==> src/rtl/tdisc_pkg.sv <==
package tdisc_pkg;

  // States of the edge-delay stage. The delayed tone is high in ST_HIGH and ST_PULSE.
  typedef enum logic [2:0] {
    ST_IDLE,      // delayed tone low, waiting for a sampled rise
    ST_ARM,       // counting down the rise delay, sampled tone still high
    ST_ARM_LATE,  // committed launch, sampled tone already low
    ST_HIGH,      // delayed tone follows the sampled high phase
    ST_PULSE      // single enabled cycle for a phase shorter than the delay
  } dly_state_e;

  // Counter width that holds (max_delay - 1)
  function automatic int unsigned delay_cnt_width(input int unsigned a, input int unsigned b);
    int unsigned m;
    m = (a > b) ? a : b;
    return (m < 2) ? 1 : $clog2(m);
  endfunction

endpackage

==> src/rtl/tdisc_rst_sync.sv <==
module tdisc_rst_sync #(
  parameter int unsigned STAGES = 2
) (
  input  logic clk_i,
  input  logic arst_ni,
  output logic rst_no
);

  generate
    if (STAGES == 1) begin : g_single
      logic sync_q;
      always_ff @(posedge clk_i or negedge arst_ni) begin
        if (!arst_ni) sync_q <= 1'b0;
        else          sync_q <= 1'b1;
      end
      assign rst_no = sync_q;
    end else begin : g_chain
      logic [STAGES-1:0] sync_q;
      logic [STAGES-1:0] sync_d;
      always_comb sync_d = {sync_q[STAGES-2:0], 1'b1};
      always_ff @(posedge clk_i or negedge arst_ni) begin
        if (!arst_ni) sync_q <= '0;
        else          sync_q <= sync_d;
      end
      assign rst_no = sync_q[STAGES-1];
    end
  endgenerate

endmodule

==> src/rtl/tdisc_sampler.sv <==
module tdisc_sampler (
  input  logic clk_i,
  input  logic rst_ni,
  input  logic tone_i,
  output logic rise_o,
  output logic fall_o
);

  // The only flop allowed to see a setup violation: tone_i is asynchronous.
  logic smp_q, smp_d;
  logic prev_q, prev_d;

  always_comb begin
    smp_d  = tone_i;
    prev_d = smp_q;
  end

  always_ff @(posedge clk_i or negedge rst_ni) begin
    if (!rst_ni) begin
      smp_q  <= 1'b0;
      prev_q <= 1'b0;
    end else begin
      smp_q  <= smp_d;
      prev_q <= prev_d;
    end
  end

  assign rise_o =  smp_q & ~prev_q;
  assign fall_o = ~smp_q &  prev_q;

endmodule

==> src/rtl/tdisc_edge_delay.sv <==
module tdisc_edge_delay
  import tdisc_pkg::*;
#(
  parameter int unsigned DLY_CLASS_LO = 450,
  parameter int unsigned DLY_CLASS_HI = 1499,
  parameter int unsigned CNT_W        = 11
) (
  input  logic clk_i,
  input  logic rst_ni,
  input  logic rise_i,
  input  logic fall_i,
  input  logic class_i,
  output logic dly_o
);

  localparam logic [CNT_W-1:0] LOAD_LO = CNT_W'(DLY_CLASS_LO - 1);
  localparam logic [CNT_W-1:0] LOAD_HI = CNT_W'(DLY_CLASS_HI - 1);

  dly_state_e       state_q, state_d;
  logic [CNT_W-1:0] cnt_q, cnt_d;
  logic             cnt_en;
  logic             cnt_zero;

  assign cnt_zero = (cnt_q == '0);

  // Next-state logic. Output high: qualify mode (a fall before expiry aborts).
  // Output low: commit mode (the launch always happens).
  always_comb begin
    state_d = state_q;
    cnt_d   = cnt_q;
    cnt_en  = 1'b0;
    unique case (state_q)
      ST_IDLE: begin
        if (rise_i) begin
          state_d = ST_ARM;
          cnt_d   = class_i ? LOAD_HI : LOAD_LO;
          cnt_en  = 1'b1;
        end
      end
      ST_ARM: begin
        if (fall_i) begin
          if (class_i) begin
            state_d = ST_IDLE;
          end else if (cnt_zero) begin
            state_d = ST_PULSE;
          end else begin
            state_d = ST_ARM_LATE;
            cnt_d   = cnt_q - 1'b1;
            cnt_en  = 1'b1;
          end
        end else if (cnt_zero) begin
          state_d = ST_HIGH;
        end else begin
          cnt_d  = cnt_q - 1'b1;
          cnt_en = 1'b1;
        end
      end
      ST_ARM_LATE: begin
        if (cnt_zero) begin
          state_d = ST_PULSE;
        end else begin
          cnt_d  = cnt_q - 1'b1;
          cnt_en = 1'b1;
        end
      end
      ST_HIGH: begin
        if (fall_i) state_d = ST_IDLE;
      end
      ST_PULSE: state_d = ST_IDLE;
      default:  state_d = ST_IDLE;
    endcase
  end

  always_ff @(posedge clk_i or negedge rst_ni) begin
    if (!rst_ni) begin
      state_q <= ST_IDLE;
      cnt_q   <= '0;
    end else begin
      state_q <= state_d;
      if (cnt_en) cnt_q <= cnt_d;
    end
  end

  assign dly_o = (state_q == ST_HIGH) || (state_q == ST_PULSE);

  // fixed falling latency, one cycle from the sampled fall
  a_r8_fall_drops: assert property (@(posedge clk_i) disable iff (!rst_ni)
    (fall_i && dly_o) |=> !dly_o);

  // in qualify mode a fall before the delayed rise keeps the phase swallowed
  a_r3_qualify_swallow: assert property (@(posedge clk_i) disable iff (!rst_ni)
    (fall_i && !dly_o && class_i) |=> !dly_o);

endmodule

==> src/rtl/tdisc_parity_hold.sv <==
module tdisc_parity_hold (
  input  logic clk_i,
  input  logic rst_ni,
  input  logic dly_i,
  output logic class_o
);

  logic tog_q, tog_d, tog_en;
  logic dlyp_q;
  logic class_q, class_d, class_en;

  always_comb begin
    tog_en   = dly_i;
    tog_d    = ~tog_q;
    class_en = dlyp_q & ~dly_i;   // delayed tone seen falling
    class_d  = tog_q;
  end

  always_ff @(posedge clk_i or negedge rst_ni) begin
    if (!rst_ni) begin
      tog_q   <= 1'b0;
      dlyp_q  <= 1'b0;
      class_q <= 1'b0;
    end else begin
      dlyp_q <= dly_i;
      if (tog_en)   tog_q   <= tog_d;
      if (class_en) class_q <= class_d;
    end
  end

  assign class_o = class_q;

  // the class moves only on the edge after a detected delayed fall
  a_r2_class_after_fall: assert property (@(posedge clk_i) disable iff (!rst_ni)
    !$stable(class_q) |-> $past(dlyp_q && !dly_i));

  // toggle frozen while the delayed tone is low
  a_r9_toggle_frozen: assert property (@(posedge clk_i) disable iff (!rst_ni)
    !dly_i |=> $stable(tog_q));

endmodule

==> src/rtl/tone_discrim.sv <==
module tone_discrim
  import tdisc_pkg::*;
#(
  parameter int unsigned DLY_CLASS_LO = 450,
  parameter int unsigned DLY_CLASS_HI = 1499,
  parameter int unsigned RST_STAGES   = 2
) (
  input  logic clk,
  input  logic rst_n,
  input  logic tone_in,
  output logic class_hi
);

  localparam int unsigned CNT_W = delay_cnt_width(DLY_CLASS_LO, DLY_CLASS_HI);

  logic rst_sync_n;
  logic smp_rise, smp_fall;
  logic dly_tone;
  logic class_q;

  tdisc_rst_sync #(.STAGES(RST_STAGES)) u_rst (
    .clk_i  (clk),
    .arst_ni(rst_n),
    .rst_no (rst_sync_n)
  );

  tdisc_sampler u_smp (
    .clk_i (clk),
    .rst_ni(rst_sync_n),
    .tone_i(tone_in),
    .rise_o(smp_rise),
    .fall_o(smp_fall)
  );

  tdisc_edge_delay #(
    .DLY_CLASS_LO(DLY_CLASS_LO),
    .DLY_CLASS_HI(DLY_CLASS_HI),
    .CNT_W       (CNT_W)
  ) u_dly (
    .clk_i  (clk),
    .rst_ni (rst_sync_n),
    .rise_i (smp_rise),
    .fall_i (smp_fall),
    .class_i(class_q),
    .dly_o  (dly_tone)
  );

  tdisc_parity_hold u_par (
    .clk_i  (clk),
    .rst_ni (rst_sync_n),
    .dly_i  (dly_tone),
    .class_o(class_q)
  );

  assign class_hi = class_q;

  // output cleared whenever the internal reset is active
  always @(posedge clk) begin
    if (!rst_sync_n) begin
      a_r1_reset_clear: assert (class_hi == 1'b0);
    end
  end

endmodule

==> config.mk <==
export PLATFORM = sky130hd
export DESIGN_NAME = tone_discrim
export DESIGN_NICKNAME = d
export VERILOG_FILES = /design/src/rtl/tdisc_pkg.sv /design/src/rtl/tdisc_rst_sync.sv /design/src/rtl/tdisc_sampler.sv /design/src/rtl/tdisc_edge_delay.sv /design/src/rtl/tdisc_parity_hold.sv /design/src/rtl/tone_discrim.sv
export SDC_FILE = /design/constraint.sdc
export NUM_CORES = 1
export LEC_CHECK = 0
export ABC_AREA = 1
export CORE_MARGIN = 2
export CORE_UTILIZATION = 35
export DETAILED_ROUTE_END_ITERATION = 8
export PLACE_DENSITY_LB_ADDON = 0.25
export SYNTH_ARGS = -nofsm -noshare
export SYNTH_HDL_FRONTEND = slang
export SYNTH_SLANG_ARGS = --single-unit
export TNS_END_PERCENT = 50
==> constraint.sdc <==
create_clock -name clk -period 0.8 [get_ports clk]
set_input_delay 0.16 -clock clk [delete_from_list [all_inputs] [get_ports clk]]
set_output_delay 0.16 -clock clk [all_outputs]
set_load 0.005 [all_outputs]
* After elaboration in Yosys (flattened, before gate mapping)
Index checks and enable logic that the tools add are counted.
Word-level totals: logic and storage cells 50, output and inout bits 1, register bits 21
Operators by class: bitwise operators 7, reductions and logical operators 6, $add $sub $neg 1, mux-type cells 19, equality and inequality tests 9
Operators with widths (count):
- 11-bit 2-to-1 mux | 5
- 11-bit case mux with 3 select lines | 1
- 3-bit 2-to-1 mux | 7
- 3-bit case mux with 4 select lines | 1
- 11-bit zero test | 1
- 11-bit by 1-bit subtractor with 11-bit output, second input constant | 1
- 4-bit AND reduction | 2
- 3-bit by 2-bit equality test with 1-bit output, second input constant | 2
- 1-bit 2-to-1 mux | 4
- 2-bit != test, second input constant | 2
- 1-bit inverter | 4
- 1-bit bitwise AND | 3
- 3-bit by 1-bit equality test with 1-bit output, second input constant | 1
- 3-bit equality test, second input constant | 1
- 3-bit zero test | 1
- 3-bit by 2-bit != test with 1-bit output, second input constant | 1
- 3-bit != test, second input constant | 1
- 1-bit case mux with 3 select lines | 1
- 3-bit nonzero test | 1
- 2-bit by 1-bit != test with 1-bit output, second input constant | 1
- 1-bit logical OR | 1

* Logic depth before layout (Yosys ltp)
depth in word-level cells 6, gate-level depth with buffers 11, mapped depth without buffers 11

* By module
From an unflattened synthesis, not the netlist that was laid out.
Second synthesis, totals: cells, all modules 171, area, all modules 1227.4 um^2
By module, submodules not included:
- tdisc_edge_delay | instances 1, cells an instance 153, sequential area each 350.3 um^2, area each 1004.7 um^2
- tdisc_parity_hold | instances 1, cells an instance 9, sequential area each 75.1 um^2, area each 103.8 um^2
- tdisc_sampler | instances 1, cells an instance 6, sequential area each 50.0 um^2, area each 65.1 um^2
- tdisc_rst_sync | instances 1, cells an instance 3, sequential area each 50.0 um^2, area each 53.8 um^2

* Worst setup path before layout
Ideal clock, no wire load.
path type reg-to-reg, start point register u_dly.cnt_q[0], end point register u_dly.cnt_q[6], setup time 117 ps, arrival time 1350 ps, setup slack -667 ps, stages on the path, launching flop included 11, data required time 683 ps, cells stage by stage dfrtp_1 inv_1 ha_1 nand2_2 nor2_4 nand2_4 nand3_4 nand2_4 buf_6 nor2_2 nor2_1
On the way: word-level cells in the longest chain between the ends 6
Ends and longest elaborated chain:
- from (decl) | line tdisc_edge_delay.sv:20 | logic [CNT_W-1:0] cnt_q, cnt_d;
- from (signal assigned) | line tdisc_edge_delay.sv:80 | if (cnt_en) cnt_q <= cnt_d;
- branches (longest 6 deep; another with 11-bit by 1-bit subtractor with 11-bit output)
Several ways; the timed one is not identified. The select of a mux whose other input is x is not followed. A chain may end at the register's enable or synchronous reset.

* Worst setup path after layout
start point register u_dly.cnt_q[1], end point register u_dly.cnt_q[10]
The elaborated chain is that of the path after synthesis.

==> reports/qor.txt <==
Vias per Instance -> 4.43
minimum clock period -> 1.40 ns
share of cells above drive strength 1 -> 0.424
status -> finished, violations left
Post-Synthesis Cell Area -> 1210 µm²
root buffer cell -> clkbuf_4
commonest non-fill, non-tap cells in the layout -> buf_4 (40), nand2_1 (31), dfrtp_1 (21)
die footprint -> 3950 µm²
final hold slack -> 0.172 ns
Fill cells -> 326
final setup fails -> 18
r2r startpoint -> u_dly.cnt_q[1]$_DFFE_PN0P_
syn_nets -> 157
CP max FO -> 8
drt initial violations -> 16
fmax -> 0.716 GHz
vias -> 1113
maximum vdd drop -> 0.680 mV
grt ovf -> 0
vias in the first global route -> 1155
DRC errors left -> 0
Max Cap Viol -> 0
CTS max path bufs -> 2
CTS tree -> done
initial antenna violation count -> 0
pre-CTS setup slack -> -0.617 ns
placed wire-length estimate -> 2150 µm
final setup margin -> -0.597 ns
H-tree Lvls -> 1
Rows -> 21
core area -> 3340 µm²
RePlAce Congestion -> 0.926
CTS sink cnt -> 21
Worst EP arrival -> 1.64 ns
Die Ht -> 62.9 µm
Final Hold Viols -> 0
YS warnings -> 0
Sequential cell area -> 526 µm²
Final Cycle Share -> 1.75
placed cell count -> 244
worst setup path start -> u_dly.cnt_q[1]$_DFFE_PN0P_
DRT Wirelength -> 2700 µm
Synth Register Bits -> 21
first-pass GRT wire length -> 5060 µm
initial core utilization -> 0.364
Clock Latency Late Sink -> 0.30 ns
remaining antenna violation count -> 0
RSZ-0062 raised after global routing -> yes
Top Ports -> 4
CP Class -> reg -> reg
# diodes -> 0
total negative slack -> -8.93 ns
Yosys cell types -> 23
hold crit path type -> reg -> async
Syn-to-layout area delta -> 44.8%
Mean Syn Cell Area -> 7.93 µm²
CP required -> 1.04 ns
clock skew -> 0.0104 ns
fin. max-slew vios -> 0
cell count after synthesis -> 153
Layout Nets -> 210
PwrDens -> 940 nW/µm²
area of the multi-input gates -> 678 µm²
Avg WL per Cell -> 10.7 µm
Num CTS Buffers -> 3
Leak -> 0.876 nW
largest net degree at the start of global routing -> 14
Layout Cells excl Fill -> 251
port bufs -> 3
GRT Total Usage -> 0.157
violated checks -> negative setup slack
drt first pass iters -> 4
CP Capture Type -> flop
Startpoint Class -> flop
Overall Power -> 0.00165 W
Die W -> 62.9 µm
sequential-to-total area share from yosys stat -> 0.433
most common cell after layout, fill and taps aside -> buf_4
Worst-path clk slew -> 0.13 ns
==> worst max-delay path, cell delays in order (launching register included) <==
cell     delay [ns]
dfrtp_1        0.41
inv_2          0.08
ha_4           0.16
nand2_4        0.06
nor2_4         0.11
nand2_4        0.08
nand3_4        0.13
buf_6          0.15
nand3_1        0.07
nand2_1        0.07
==> through the flow <==
stage	utilization	cell area [µm²]
after floorplan	-	1230
after detailed placement	0.487	1630
after global placement	0.487	1630
after global routing	0.527	1760
final	0.527	1760
after CTS	0.518	1730
==> synth_stat cells <==
library cell   n  area, µm²
o21ai_1        6       30.0
ha_1           1       12.5
xor2_1         3       26.3
o21ai_0        4       20.0
inv_2          3       11.3
nand2_4        2       22.5
conb_1         1       3.75
inv_1         15       56.3
nand2_1       33        124
buf_6          2       22.5
nand3_2        2       20.0
o21ai_2        4       35.0
nand3_4        1       17.5
nor2_1        20       75.1
dfrtp_1       21        526
nor2_2         2       12.5
nor3_2         1       10.0
a21oi_1        3       15.0
mux2_2         1       11.3
xnor2_1        3       26.3
nor2_4         1       11.3
nand2_2        4       25.0
nand3_1       20        100
==> final cells by class <==
class | instances | share of cell area
repair buffers | 50 | 0.229
multi-input cells | 112 | 0.386
clock buffers | 4 | 0.0149
inverters | 18 | 0.0384
flip-flops and latches | 21 | 0.299
well taps | 46 | 0.0327
==> kinds of logic after synthesis <==
group | synth area share
fa+ha+maj | 0.0103
other cells | 0.00309
xor+xnor | 0.0433
buf+inv | 0.0742
compound gates | 0.0825
mux | 0.00928
simple gates | 0.344
flops | 0.433
==> path summary, 6_finish.rpt <==
kind                       depth (start not counted)  slack (ns)                                 to
max                                                9       -0.60        u_dly.cnt_q[10]$_DFFE_PN0P_
max in group asynchronous                          2        0.15  u_rst.g_chain.sync_q[0]$_DFF_PN0_
min in group clk                                   1        0.29             u_smp.prev_d$_DFF_PN0_
max reg2reg                                        9       -0.60        u_dly.cnt_q[10]$_DFFE_PN0P_
min reg2reg                                        1        0.17         u_dly.cnt_q[6]$_DFFE_PN0P_
min                                                1        0.17         u_dly.cnt_q[6]$_DFFE_PN0P_
==> registers in the layout (all words and copies together) (netlist names) <==
register              count
u_dly.cnt_q              11
u_dly.state_q             3
u_par.class_d             1
u_par.class_o             1
u_par.dlyp_q              1
u_rst.g_chain.sync_q      2
u_smp.prev_d              1
u_smp.prev_q              1
==> routing by layer <==
metal / routed length (µm) / global-route usage / part of all wire / vias to the layer above
li1: - / - / - / 591
met1: 1280 / 0.219 / 0.48 / 505
met2: 1310 / 0.258 / 0.49 / 15
met3: 92 / 0.0252 / 0.034 / 2
met4: 9 / 0.0306 / 0.0033 / 0
met5: 0 / 0 / 0 / -
==> repair_timing <==
item,CTS,global route
setup endpoints to repair,18,18
pin swaps,1,0
hold buffers,1,0
buffers inserted,1,1
endpoints found under the hold margin,2,0
resized for setup,15,11
==> power breakdown <==
part           switching [W]  internal [W]  total (W)
combinational      0.0000312     0.0000235  0.0000546
sequential        0.00000421       0.00107    0.00108
clock               0.000328      0.000194   0.000522
Power figures use the tool's default switching activity.
